`src/rtl/itc_pkg.sv`:
```
package itc_pkg;

  typedef enum logic [1:0] {
    ACC_LATCH = 2'b00,
    ACC_LOW   = 2'b01,
    ACC_HIGH  = 2'b10,
    ACC_PAIR  = 2'b11
  } acc_e;

  typedef struct packed {
    logic [1:0] sel;
    logic [1:0] acc;
    logic [2:0] mode;
    logic       bcd;
  } ctl_word_t;

  localparam logic [7:0] TC_STATUS = 8'h20;
  localparam logic [2:0] MODE_ONESHOT = 3'd0;

endpackage

```
`src/rtl/itc_ctl_dec.sv`:
```
module itc_ctl_dec #(
  parameter int unsigned NCH = 2,
  parameter logic [2*NCH-1:0] CH_CODES = 4'b10_00
) (
  input  logic           clk,
  input  logic           rst_n,
  input  logic           ctl_wr,
  input  logic [7:0]     ctl_data,
  output logic [NCH-1:0] mode_we,
  output logic [NCH-1:0] latch_req,
  output logic [2:0]     mode_val,
  output logic           cfg_err
);
  import itc_pkg::*;

  ctl_word_t      cw;
  logic [NCH-1:0] hit;
  logic           acc_ok;
  logic           sel_ok;
  logic           err_d;
  logic           err_q;

  assign cw       = ctl_word_t'(ctl_data);
  assign acc_ok   = (cw.acc == ACC_LATCH) || (cw.acc == ACC_PAIR);
  assign mode_val = cw.mode;

  for (genvar i = 0; i < NCH; i++) begin : g_hit
    assign hit[i]       = (cw.sel == CH_CODES[2*i +: 2]);
    assign mode_we[i]   = ctl_wr && acc_ok && !cw.bcd && hit[i];
    assign latch_req[i] = mode_we[i] && (cw.acc == ACC_LATCH);
  end

  assign sel_ok = |hit;

  always_comb begin
    err_d = ctl_wr && !(acc_ok && sel_ok && !cw.bcd);
  end

  always_ff @(posedge clk or negedge rst_n) begin
    if (!rst_n) err_q <= 1'b0;
    else        err_q <= err_d;
  end

  assign cfg_err = err_q;

  a_r7_bad_select_flags: assert property (@(posedge clk) disable iff (!rst_n)
    (ctl_wr && !sel_ok) |=> cfg_err);
  a_r7_bad_no_strobe: assert property (@(posedge clk) disable iff (!rst_n)
    (ctl_wr && !sel_ok) |-> (mode_we == '0));
  a_r6_one_channel: assert property (@(posedge clk) disable iff (!rst_n)
    $onehot0(mode_we));
  a_r7_pulse: assert property (@(posedge clk) disable iff (!rst_n)
    (!ctl_wr) |=> !cfg_err);

endmodule

```
`src/rtl/itc_stage.sv`:
```
module itc_stage #(
  parameter int unsigned BYTE_W = 8
) (
  input  logic                clk,
  input  logic                rst_n,
  input  logic                wr,
  input  logic [BYTE_W-1:0]   wdata,
  output logic                load,
  output logic [2*BYTE_W-1:0] load_val
);
  logic              pend_q, pend_d;
  logic [BYTE_W-1:0] lo_q, lo_d;

  always_comb begin
    pend_d = pend_q;
    lo_d   = lo_q;
    if (wr) begin
      if (pend_q) begin
        pend_d = 1'b0;
      end else begin
        pend_d = 1'b1;
        lo_d   = wdata;
      end
    end
  end

  always_ff @(posedge clk or negedge rst_n) begin
    if (!rst_n) begin
      pend_q <= 1'b0;
      lo_q   <= '0;
    end else begin
      pend_q <= pend_d;
      lo_q   <= lo_d;
    end
  end

  assign load     = wr && pend_q;
  assign load_val = {wdata, lo_q};

  a_r2_pair_toggle: assert property (@(posedge clk) disable iff (!rst_n)
    wr |=> (pend_q != $past(pend_q)));
  a_r2_pair_hold: assert property (@(posedge clk) disable iff (!rst_n)
    (!wr) |=> $stable(pend_q) && $stable(lo_q));

endmodule

```
`src/rtl/itc_chan.sv`:
```
module itc_chan #(
  parameter int unsigned COUNT_W = 16
) (
  input  logic               clk,
  input  logic               rst_n,
  input  logic               tick,
  input  logic               load,
  input  logic [COUNT_W-1:0] load_val,
  input  logic               mode_we,
  input  logic [2:0]         mode_val,
  input  logic               latch_req,
  input  logic               rd,
  output logic [COUNT_W/2-1:0] rd_byte,
  output logic [7:0]         status
);
  import itc_pkg::*;

  localparam int unsigned BYTE_W = COUNT_W / 2;

  logic [COUNT_W-1:0] cnt_q, cnt_d;
  logic [COUNT_W-1:0] lat_q, lat_d;
  logic [7:0]         stat_q, stat_d;
  logic [2:0]         mode_q, mode_d;
  logic               run_q, run_d;
  logic               lat_on_q, lat_on_d;
  logic               msb_q, msb_d;
  logic [COUNT_W-1:0] src;

  always_comb begin
    cnt_d    = cnt_q;
    lat_d    = lat_q;
    stat_d   = stat_q;
    mode_d   = mode_q;
    run_d    = run_q;
    lat_on_d = lat_on_q;
    msb_d    = msb_q;

    if (mode_we) mode_d = mode_val;

    if (load) begin
      cnt_d  = load_val;
      stat_d = '0;
      run_d  = 1'b1;
    end else if (tick && run_q) begin
      cnt_d = cnt_q - 1'b1;
      if (mode_q == MODE_ONESHOT && cnt_q == COUNT_W'(1)) begin
        stat_d = TC_STATUS;
        run_d  = 1'b0;
      end
    end

    if (rd) begin
      if (!msb_q)        msb_d    = 1'b1;
      else if (lat_on_q) lat_on_d = 1'b0;
    end

    if (latch_req && !lat_on_q) begin
      lat_on_d = 1'b1;
      msb_d    = 1'b0;
      lat_d    = cnt_q;
    end
  end

  always_ff @(posedge clk or negedge rst_n) begin
    if (!rst_n) begin
      cnt_q    <= '0;
      lat_q    <= '0;
      stat_q   <= '0;
      mode_q   <= MODE_ONESHOT;
      run_q    <= 1'b0;
      lat_on_q <= 1'b0;
      msb_q    <= 1'b0;
    end else begin
      cnt_q    <= cnt_d;
      lat_q    <= lat_d;
      stat_q   <= stat_d;
      mode_q   <= mode_d;
      run_q    <= run_d;
      lat_on_q <= lat_on_d;
      msb_q    <= msb_d;
    end
  end

  assign src     = lat_on_q ? lat_q : cnt_q;
  assign rd_byte = msb_q ? src[COUNT_W-1:BYTE_W] : src[BYTE_W-1:0];
  assign status  = stat_q;

  a_r2_load_value: assert property (@(posedge clk) disable iff (!rst_n)
    load |=> (cnt_q == $past(load_val)) && (stat_q == '0));
  a_r3_step: assert property (@(posedge clk) disable iff (!rst_n)
    (tick && run_q && !load) |=> (cnt_q == $past(cnt_q) - COUNT_W'(1)));
  a_r3_no_tick_hold: assert property (@(posedge clk) disable iff (!rst_n)
    (!tick && !load) |=> $stable(cnt_q));
  a_r4_tc_halt: assert property (@(posedge clk) disable iff (!rst_n)
    (stat_q == TC_STATUS && !load) |=> $stable(cnt_q) && (stat_q == TC_STATUS));
  a_r8_snapshot_held: assert property (@(posedge clk) disable iff (!rst_n)
    lat_on_q |=> $stable(lat_q));

endmodule

```
`src/rtl/itc_timer_pair.sv`:
```
module itc_timer_pair #(
  parameter int unsigned COUNT_W  = 16,
  parameter int unsigned NCH      = 2,
  parameter logic [2*NCH-1:0] CH_CODES = 4'b10_00,
  localparam int unsigned BYTE_W  = COUNT_W / 2,
  localparam int unsigned SEL_W   = (NCH > 1) ? $clog2(NCH) : 1
) (
  input  logic              clk,
  input  logic              rst_n,
  input  logic              tick_en,
  input  logic              ctl_wr,
  input  logic [7:0]        ctl_data,
  input  logic              dat_wr,
  input  logic              dat_rd,
  input  logic [SEL_W-1:0]  dat_sel,
  input  logic [BYTE_W-1:0] dat_wdata,
  output logic [BYTE_W-1:0] rd_data,
  output logic [8*NCH-1:0]  chan_status,
  output logic              cfg_err
);

  logic [1:0]         rst_sync;
  logic               rst_int_n;
  logic [NCH-1:0]     mode_we, latch_req;
  logic [2:0]         mode_val;
  logic               st_load;
  logic [COUNT_W-1:0] st_val;
  logic [BYTE_W-1:0]  ch_byte [NCH];
  logic [BYTE_W-1:0]  rd_q, rd_d;

  always_ff @(posedge clk or negedge rst_n) begin
    if (!rst_n) rst_sync <= 2'b00;
    else        rst_sync <= {rst_sync[0], 1'b1};
  end
  assign rst_int_n = rst_sync[1];

  itc_ctl_dec #(.NCH(NCH), .CH_CODES(CH_CODES)) u_dec (
    .clk(clk), .rst_n(rst_int_n), .ctl_wr(ctl_wr), .ctl_data(ctl_data),
    .mode_we(mode_we), .latch_req(latch_req), .mode_val(mode_val),
    .cfg_err(cfg_err)
  );

  itc_stage #(.BYTE_W(BYTE_W)) u_stage (
    .clk(clk), .rst_n(rst_int_n), .wr(dat_wr), .wdata(dat_wdata),
    .load(st_load), .load_val(st_val)
  );

  for (genvar i = 0; i < NCH; i++) begin : g_ch
    logic [7:0] stat_i;
    itc_chan #(.COUNT_W(COUNT_W)) u_chan (
      .clk(clk), .rst_n(rst_int_n), .tick(tick_en),
      .load(st_load && (dat_sel == SEL_W'(i))), .load_val(st_val),
      .mode_we(mode_we[i]), .mode_val(mode_val), .latch_req(latch_req[i]),
      .rd(dat_rd && (dat_sel == SEL_W'(i))), .rd_byte(ch_byte[i]),
      .status(stat_i)
    );
    assign chan_status[8*i +: 8] = stat_i;
  end

  always_comb begin
    rd_d = rd_q;
    if (dat_rd) rd_d = ch_byte[dat_sel];
  end

  always_ff @(posedge clk or negedge rst_int_n) begin
    if (!rst_int_n) rd_q <= '0;
    else            rd_q <= rd_d;
  end

  assign rd_data = rd_q;

  a_r10_read_hold: assert property (@(posedge clk) disable iff (!rst_int_n)
    (!dat_rd) |=> $stable(rd_data));

endmodule

```
`config.mk`:
```
export PLATFORM = sky130hd
export DESIGN_NAME = itc_timer_pair
export DESIGN_NICKNAME = d
export VERILOG_FILES = /design/src/rtl/itc_pkg.sv /design/src/rtl/itc_ctl_dec.sv /design/src/rtl/itc_stage.sv /design/src/rtl/itc_chan.sv /design/src/rtl/itc_timer_pair.sv
export SDC_FILE = /design/constraint.sdc
export NUM_CORES = 1
export LEC_CHECK = 0
export BUFFER_PORTS_ARGS = -buffer_cell sky130_fd_sc_hd__buf_2
export CAP_MARGIN = 10
export CORE_MARGIN = 4
export CORE_UTILIZATION = 58
export DETAILED_ROUTE_END_ITERATION = 8
export PLACE_DENSITY = 0.79
export SLEW_MARGIN = 20
export SYNTH_ARGS = -nofsm -noshare
export SYNTH_HDL_FRONTEND = slang
export SYNTH_SLANG_ARGS = --single-unit
export TNS_END_PERCENT = 50
```
`constraint.sdc`:
```
create_clock -name clk -period 3.8 [get_ports clk]
set_clock_uncertainty 0.2 [all_clocks]
set_input_delay 1.14 -clock clk [delete_from_list [all_inputs] [get_ports clk]]
set_output_delay 1.14 -clock clk [all_outputs]
set_load 0.03 [all_outputs]
```
## Yosys cells after proc, flatten, opt, wreduce, memory -nomap -nowiden

Index checks and enable logic that the tools add are counted.

| word-level totals | value |
|---|---|
| register bits after elaboration | 112 |
| bits in latches | 0 |
| memory bits (writable) | 0 |
| memory bits (read-only) | 0 |
| input bits | 23 |
| output and inout port bits | 25 |
| logic and storage cells | 106 |
| memories kept | 0 |

| operators by class | value |
|---|---|
| add/sub/neg operators | 2 |
| multiply operators | 0 |
| div/mod/pow operators | 0 |
| order comparisons | 1 |
| equality and inequality tests | 4 |
| shift operators | 0 |
| mux-type cells | 34 |
| bitwise logic cells | 3 |
| reductions and logical operators | 43 |

Operator list:

| operator | number |
|---|---|
| $mux W16 | 6 |
| $mux W8 | 11 |
| $eq A16 B1 Y1 const B | 2 |
| $sub A16 B1 Y16 const B | 2 |
| $logic_and A1 B1 Y1 | 20 |
| $mux W1 | 17 |
| $reduce_bool A2 Y1 | 8 |
| $reduce_and A2 Y1 | 5 |
| $logic_not A3 Y1 | 2 |
| $eq A2 B2 Y1 const B | 2 |
| $logic_not A1 Y1 | 4 |
| $logic_not A2 Y1 | 2 |
| $ge A2 B2 Y1 const B | 1 |
| $not A1 Y1 | 2 |
| $not A1 Y2 | 1 |
| $reduce_or A2 Y1 | 1 |
| $logic_or A1 B1 Y1 | 1 |

## Longest topological paths before layout

Gate-level depths: netlist (run 1).

| depth | value |
|---|---|
| word-level depth | 9 |
| depth in mapped cells | 8 |
| depth with buffers taken out | 6 |

## Modules after synthesis

From an unflattened synthesis (run 1), not the netlist that was laid out.

| unflattened totals | value |
|---|---|
| cells, all modules | 438 |
| area, all modules | 5124.9 µm² |

Modules (own cells, without submodules):

| module | times used | cells an instance | area an instance (µm²) | seq. area each (µm²) |
|---|---|---|---|---|
| itc_chan (g_ch[0].u_chan) | 1 | 175 | 2063.2 | 975.9 |
| itc_chan (g_ch[1].u_chan) | 1 | 178 | 2029.4 | 975.9 |
| itc_timer_pair | 1 | 42 | 457.9 | 250.2 |
| itc_stage | 1 | 29 | 446.7 | 225.2 |
| itc_ctl_dec | 1 | 14 | 127.6 | 25.0 |

## Least setup slack after synthesis (run 1)

OpenSTA, ideal clock, no wires.

| timing | value |
|---|---|
| path kind | input port to flip-flop |
| start point | input port ctl_data[4] |
| end point | register g_ch[0].u_chan.lat_q[10] |
| library setup time | 0.125 ns |
| data arrival time | 2.858 ns |
| required time | 3.475 ns |
| setup slack | 0.617 ns |
| cell stages on the path | 7 |
| buffers on the path | 1 |
| path through | inv_1 > ha_1 > nor3_2 > nand2_1 > nor4b_4 > buf_2 > mux2_2 |

| on the way | value |
|---|---|
| longest elaborated chain between the ends | 7 |
| elaborated cells between the ends (all ways) | 8 |
| those cells by class | 1 x eq/ne; 7 x reduce/logical |

Ends and longest elaborated chain:

| item | RTL line | text |
|---|---|---|
| from (decl) | itc_timer_pair.sv:12 | `input logic [7:0] ctl_data,` |
| $eq A2 B2 Y1 or $logic_not A2 Y1 (tied branches) | itc_ctl_dec.sv:24, itc_ctl_dec.sv:30 |  |
| $logic_or A1 B1 Y1 | itc_ctl_dec.sv:24 | `assign acc_ok = (cw.acc == ACC_LATCH) \|\| (cw.acc == ACC_PAIR);` |
| $logic_and A1 B1 Y1 (3 in series) | itc_ctl_dec.sv:29 | `assign mode_we[i] = ctl_wr && acc_ok && !cw.bcd && hit[i];` |
| $logic_and A1 B1 Y1 * | itc_ctl_dec.sv:30 | `assign latch_req[i] = mode_we[i] && (cw.acc == ACC_LATCH);` |
| $logic_and A1 B1 Y1 * | itc_chan.sv:57 | `if (latch_req && !lat_on_q) begin` |
| to (signal assigned) | itc_chan.sv:75 | `lat_q <= lat_d;` |
| to (decl) | itc_chan.sv:21 | `logic [COUNT_W-1:0] lat_q, lat_d;` |

Every way passes the cells marked *; elsewhere a longest branch is shown, timed or not.
A chain may end at the register's enable or synchronous reset.

## Worst setup path after layout (run 1)

| timing | value |
|---|---|
| start point | input port ctl_data[4] |
| end point | register g_ch[1].u_chan.lat_q[6] |

| on the way | value |
|---|---|
| longest elaborated chain between the ends | 7 |
| elaborated cells between the ends (all ways) | 8 |
| those cells by class | 1 x eq/ne; 7 x reduce/logical |

Ends and longest elaborated chain:

| item | RTL line |
|---|---|
| $eq A2 B2 Y1 or $logic_not A2 Y1 (tied branches) | itc_ctl_dec.sv:24, itc_ctl_dec.sv:30 |
| $logic_or A1 B1 Y1 | itc_ctl_dec.sv:24 |
| $logic_and A1 B1 Y1 (3 in series) | itc_ctl_dec.sv:29 |
| $logic_and A1 B1 Y1 * | itc_ctl_dec.sv:30 |
| $logic_and A1 B1 Y1 * | itc_chan.sv:57 |
| to (signal assigned) | itc_chan.sv:75 |
| to (decl) | itc_chan.sv:21 |

Marked as above.

==> flow_summary.json, run 1 <==
{
  "synth_cell_types": 55,
  "crit_path_top_delay_cell": "or3b_1",
  "cts_tree": "yes",
  "worstMarginPinSlew_ps": 932,
  "hold_class": "reg2async",
  "dieHeight_um": 100,
  "drtAntennaViolNets": 0,
  "area_delta_synth_final_pct": 7.18,
  "p_per_area_mw_per_mm2": 651,
  "outcome": "finished clean",
  "synthArstFlopShare_pct": 100,
  "num_rows": 33,
  "period_share_pct": 80.7,
  "remaining_drc_errors": 0,
  "cts_buffer_depth": 2,
  "clockRootBuffer": "clkbuf_8",
  "clkPwrFrac_pct": 17.6,
  "fin_area_mm2": 0.00530,
  "dieArea_mm2": 0.0101,
  "syn_area_mm2": 0.00495,
  "rsz0062_at_grt": "no",
  "vdd_drop_max_v": 0.000283,
  "cts_buffers": 9,
  "syn_avg_cell_area_um2": 11.5,
  "post_dp_cell_area_mm2": 0.00513,
  "fin_nets": 486,
  "switching_share_pct": 37.2,
  "worstSetupPathType": "in2reg",
  "period_needed_ps": 3070,
  "core-area_mm2": 0.00826,
  "drtPass1Iterations": 4,
  "hold_buffers": 0,
  "cts_setup_buffers": 0,
  "layout-drive-gt1-share_pct": 25.5,
  "cts_resized": 0,
  "overflow": 0,
  "synthCells": 430,
  "htreeDepth": 3,
  "grt_usage_pct": 22.3,
  "die_w_um": 100,
  "viasPerCell": 5.97,
  "slew_headroom_pct": 37.9,
  "crit_family": "simple AND/OR/NAND/NOR gates",
  "combPwrFrac_pct": 31.0,
  "cp-end-kind": "flop",
  "hold_viol_final": 0,
  "io_pins": 48,
  "dp_hpwl_um": 7710,
  "yosysSeqAreaShare_pct": 49.6,
  "worstPathArrival_ps": 3120,
  "antenna_found_initial": 0,
  "cp_num_buf_inv": 2,
  "routed_wl_um": 10500,
  "dp.cells": 552,
  "p_seq_share_pct": 51.4,
  "hold_ws_ps": 59.0,
  "p_leak_nw": 2.29,
  "io_buffer_count": 33,
  "drt_iter0_drc": 294,
  "first_global_vias": 3336,
  "synth-edff-count": 0,
  "diodes": 0,
  "initial_utilization_pct": 59.9,
  "ys_seq_elements": 98,
  "insertion_delay_ps": 360,
  "vias": 3392,
  "p_int_w": 0.00217,
  "switchingPower_w": 0.00128,
  "cts.clk_slew.worst_paths_ps": 90,
  "crit_required_ps": 3850,
  "slew_violations": 0,
  "final_cells": 568,
  "cts_sinks": 98,
  "tns_ps": 0,
  "synthFlopType": "dfrtp_1",
  "avgRoutedWirePerCell_um": 18.4,
  "fmax_ghz": 0.326,
  "path_max_fanout": 18,
  "grt_pass1_wl_um": 17300,
  "ys_warn_count": 0,
  "drv_cap": 0,
  "start_kind": "primary input",
  "path_cells": "buf_2 > inv_1 > ha_1 > nor3_2 > nand3_1 > or3b_1 > mux2_2",
  "setup_violations": 0,
  "finalWeightedCongestion": 0.915,
  "max_stage_delay_ps": 720,
  "grt_max_degree": 38
}
per-layer routing:
layer	global-route usage [%]	up-vias	part of all wire (%)
li1	-	1580	-
met1	31.5	1696	44
met2	34.9	106	48
met3	4.45	10	6.5
met4	7.05	0	1.1
met5	0	-	0
synth_stat cells, types with 2 or more instances:
master / count / share of area, %
a21o_1: 3 / 0.46
a21oi_1: 6 / 0.61
a221o_1: 5 / 1.0
a22oi_1: 3 / 0.46
a31oi_1: 5 / 0.63
and2_1: 3 / 0.38
and3_1: 3 / 0.38
buf_2: 4 / 0.40
buf_4: 14 / 2.1
buf_6: 3 / 0.68
clkbuf_1: 13 / 0.99
conb_1: 2 / 0.15
dfrtp_1: 98 / 50
ha_1: 5 / 1.3
inv_1: 11 / 0.83
mux2_2: 47 / 11
mux2i_1: 12 / 2.4
mux4_2: 10 / 4.6
nand2_1: 40 / 3.0
nand2b_1: 2 / 0.25
nand3_1: 7 / 0.71
nand4_1: 6 / 0.76
nand4b_1: 3 / 0.53
nor2_1: 24 / 1.8
nor2b_1: 3 / 0.38
nor3_1: 9 / 0.91
nor4_1: 5 / 0.63
o21a_1: 2 / 0.30
o21ai_0: 23 / 2.3
o22ai_1: 5 / 0.63
o31ai_1: 3 / 0.46
or3_1: 2 / 0.25
or3b_1: 2 / 0.35
or4_1: 5 / 0.76
xnor2_1: 13 / 2.3
xor2_1: 10 / 1.8
stage by stage:
| stage | utilization [%] | power, W | setup WS, ps |
|---|---|---|---|
| after detailed placement | 62.1 | 0.00286 | 337 |
| after global routing | 64.2 | 0.00368 | 622 |
| after floorplan | - | 0.00255 | 617 |
| final | 64.2 | 0.00345 | 734 |
| after CTS | 64.2 | 0.00346 | 726 |
| after global placement | 62.1 | 0.00280 | 440 |
final cells by class:
class                           instances  area (µm²)
Fill cell                             681        2960
Sequential cell                        98        2460
Multi-Input combinational cell        299        2290
Timing Repair Buffer                   39         210
Clock buffer                           12         145
Tap cell                              105         131
Inverter                               11        41.3
Clock inverter                          4        27.5
flip-flops by register name, summed over array words and instances (netlist names):
register	flops
g_ch.u_chan.cnt_q	32
g_ch.u_chan.lat_on_q	2
g_ch.u_chan.lat_q	32
g_ch.u_chan.mode_q	6
g_ch.u_chan.msb_q	2
g_ch.u_chan.run_q	2
g_ch.u_chan.status	2
rd_data	8
rst_sync	2
u_dec.cfg_err	1
u_stage.lo_q	8
u_stage.pend_q	1
power by group through the flow:
stage	Sequential [W]	Clock (W)	Combinational (W)
after floorplan	0.00172	0	0.000827
after global placement	0.00176	0	0.00104
after detailed placement	0.00179	0	0.00107
after CTS	0.00177	0.000620	0.00108
after global routing	0.00184	0.000663	0.00118
final	0.00177	0.000609	0.00107
cells by family (layout without fill, tap and decap cells):
logic type,count (synthesis),in the layout,share of synthesized area [%]
XOR/XNOR,23,23,4.07
adder cells (fa/ha/maj),5,5,1.26
other,2,15,0.152
multiplexers,70,70,18.2
buffers and inverters,46,66,5.11
AO/OA/AOI/OAI,60,60,7.66
flip-flops,98,98,49.6
AND/OR/NAND/NOR,126,126,14.0
final timing paths:
check	start	end	slack, ps	cells after the start
min in group clk	rst_sync[0]	rst_sync[1]	160	0
worst max-delay path	ctl_data[4]	g_ch[1].u_chan.lat_q[6]	730	7
worst min-delay path	rst_sync[1]	g_ch[0].u_chan.status[5]	60	0
worst min register to register	rst_sync[1]	g_ch[0].u_chan.status[5]	60	0
max in group asynchronous	rst_sync[1]	g_ch[1].u_chan.cnt_q[12]	2530	1
worst max register to register	g_ch[0].u_chan.cnt_q[6]	g_ch[0].u_chan.cnt_q[14]	1430	4
worst reg2reg max path, delay by kind of cell (launching register included):
kind / cells / cell delay, ps
simple gates: 3 / 1480
compound gates: 1 / 170
flops: 1 / 460
cells in the final DEF (no fill, tap or decap), drive strengths merged, types with 2 or more instances in the layout:
cell,netlist,final
inv,11,11
o31ai,3,3
o21ai,24,24
mux2i,12,12
a31oi,5,5
nor2b,3,3
ha,5,5
a221o,5,5
or3,3,3
nand4b,3,3
nor4b,3,3
and2,3,3
a21oi,6,6
conb,2,15
clkinvlp,0,3
and4bb,2,2
nand3,7,7
a22oi,3,3
or4,6,6
nor2,24,24
buf,22,39
xor2,10,10
a21o,3,3
nand2,40,40
o21a,2,2
dfrtp,98,98
mux4,11,11
or3b,2,2
mux2,47,47
nor4,5,5
clkbuf,13,12
nand2b,2,2
and3,3,3
xnor2,13,13
o22ai,5,5
nand4,6,6
nor3,10,10
(Power assumes the default switching activity.)
==> run 2: changes to the inputs <==
--- a/config.mk
+++ b/config.mk
@@ -8,9 +8,9 @@
 export BUFFER_PORTS_ARGS = -buffer_cell sky130_fd_sc_hd__buf_2
 export CAP_MARGIN = 10
 export CORE_MARGIN = 4
-export CORE_UTILIZATION = 58
+export CORE_UTILIZATION = 53
 export DETAILED_ROUTE_END_ITERATION = 8
-export PLACE_DENSITY = 0.79
+export PLACE_DENSITY = 0.76
 export SLEW_MARGIN = 20
 export SYNTH_ARGS = -nofsm -noshare
 export SYNTH_HDL_FRONTEND = slang
==> constraint.sdc (replaced) <==
create_clock -name clk -period 2.52 [get_ports clk]
set_clock_uncertainty 0.2 [all_clocks]
set_input_delay 0.756 -clock clk [delete_from_list [all_inputs] [get_ports clk]]
set_output_delay 0.756 -clock clk [all_outputs]
set_load 0.03 [all_outputs]
==> flow_summary.json, run 2 (synthesis results as in run 1) <==
{
  "overflow": 0,
  "worstPathArrival_ps": 2430,
  "hold_class": "reg2async",
  "routed_wl_um": 10700,
  "core-area_mm2": 0.00889,
  "io_buffer_count": 33,
  "viasPerCell": 5.89,
  "dp_hpwl_um": 7950,
  "area_delta_synth_final_pct": 10.7,
  "remaining_drc_errors": 0,
  "path_max_fanout": 18,
  "initial_utilization_pct": 55.6,
  "fill_cells": 713,
  "vdd_drop_max_v": 0.000543,
  "cts_buffer_depth": 2,
  "grt_max_degree": 50,
  "num_rows": 34,
  "dp.cells": 564,
  "cts_buffers": 9,
  "dieArea_mm2": 0.0109,
  "ff2ff_setup_slack_ps": 390,
  "layout-drive-gt1-share_pct": 27.1,
  "grt_pass1_wl_um": 17600,
  "worstMarginPinSlew_ps": 808,
  "outcome": "finished clean",
  "period_needed_ps": 2380,
  "setup_violations": 0,
  "drv_cap": 0,
  "ff2ff_path_depth": 4,
  "fmax_ghz": 0.420,
  "reg2reg_to": "g_ch[1].u_chan.cnt_q[13]",
  "cts.clk_slew.worst_paths_ps": 90,
  "first_global_vias": 3366,
  "final_cell_mix": "dfrtp_1, mux2_2, nand2_1",
  "die_w_um": 105,
  "start_kind": "primary input",
  "avgRoutedWirePerCell_um": 18.4,
  "r2r_start": "g_ch[1].u_chan.cnt_q[8]",
  "cts_setup_buffers": 0,
  "drt_iter0_drc": 246,
  "insertion_delay_ps": 360,
  "rsz0062_at_grt": "no",
  "slew_headroom_pct": 46.2,
  "period_share_pct": 94.5,
  "io_pins": 48,
  "htreeDepth": 3,
  "vias": 3418,
  "slew_violations": 0,
  "diodes": 0,
  "worstSetupPathType": "in2reg",
  "p_leak_nw": 2.38,
  "grt_usage_pct": 20.2,
  "clockRootBuffer": "clkbuf_8",
  "total_power_w": 0.00549,
  "final_cells": 580,
  "reg_top3": "g_ch.u_chan.cnt_q: 32 flops, g_ch.u_chan.lat_q: 32 flops",
  "finalWeightedCongestion": 0.878,
  "drtPass1Iterations": 4,
  "fin_nets": 496,
  "dieHeight_um": 105,
  "cts_tree": "yes",
  "final_common_cell": "dfrtp_1",
  "drtAntennaViolNets": 0,
  "cp-end-kind": "flop",
  "antenna_found_initial": 0,
  "cts_sinks": 98,
  "crit_required_ps": 2570,
  "p_per_area_mw_per_mm2": 1000,
  "hold_viol_final": 0
}
==> run 2: changes by cell type in the layout (fill, tap and decap cells not counted) <==
cell,before,now
dlygate4sd3_1,0,1
clkinvlp_4,3,2
buf_4,6,12
clkbuf_8,10,11
bufinv_16,0,2
clkbuf_1,2,0
buf_12,0,3
clkinv_2,1,0
==> run 2: what timing repair did <==
item | 4_1_cts | 5_1_grt
setup endpoints to repair | 0 | 0
gates resized for setup | 0 | 0
hold endpoints to repair | 2 | 0
hold buffers | 1 | 0
==> run 2: power breakdown <==
group / internal, W / switching [W] / total (W)
sequential: 0.00209 / 0.000623 / 0.00271
combinational: 0.000842 / 0.000805 / 0.00165
clock: 0.000608 / 0.000523 / 0.00113
total: 0.00354 / 0.00195 / 0.00549
==> run 2: metrics by stage <==
step | setup WS (ps) | instance area, µm² | hold slack [ps] | setup TNS (ps) | utilization [%]
final | 138 | 5480 | 64.5 | 0 | 61.6
after global routing | 56.2 | 5480 | 110 | 0 | 61.6
after CTS | 148 | 5480 | 79.3 | 0 | 61.6
after detailed placement | -236 | 5240 | 72.9 | -6640 | 58.9
after global placement | -173 | 5240 | 74.2 | -4800 | 58.9
after floorplan | -279 | 5000 | 131 | -4250 | -
==> run 2: cell type report <==
| cell class | count | area, µm² | area share [%] |
|---|---|---|---|
| Sequential cell | 98 | 2460 | 44.9 |
| Multi-Input combinational cell | 299 | 2290 | 41.8 |
| Timing Repair Buffer | 49 | 325 | 5.94 |
| Clock buffer | 11 | 151 | 2.77 |
| Tap cell | 108 | 135 | 2.47 |
| Clock inverter | 4 | 75.1 | 1.37 |
| Inverter | 11 | 41.3 | 0.754 |
==> run 2: per-layer routing <==
metal | track usage, % | share of wire, % | vias to the layer above
met2 | 31.5 | 47 | 89
li1 | - | - | 1594
met5 | 0 | 0 | -
met3 | 4.50 | 4.9 | 12
met4 | 4.78 | 1.2 | 0
met1 | 29.1 | 47 | 1723
==> run 2: worst max path at each step <==
stage / from / end / cells after the start
6_report: ctl_data[4] / g_ch[1].u_chan.lat_q[4] / 8
5_1_grt: ctl_data[4] / g_ch[1].u_chan.lat_q[10] / 8
3_5_place_dp: ctl_data[4] / g_ch[1].u_chan.lat_q[4] / 8
2_1_floorplan: ctl_data[4] / g_ch[0].u_chan.lat_q[10] / 7
4_1_cts: ctl_data[4] / g_ch[1].u_chan.lat_q[8] / 8
3_3_place_gp: ctl_data[4] / g_ch[1].u_chan.lat_q[4] / 8
==> run 2: worst max-delay path, cell delays in order <==
cell and delay (ps):
buf_2 80, inv_1 30, ha_1 290, nor3_2 260, nand3_1 140, or3b_1 410, buf_12 180, mux2_2 280
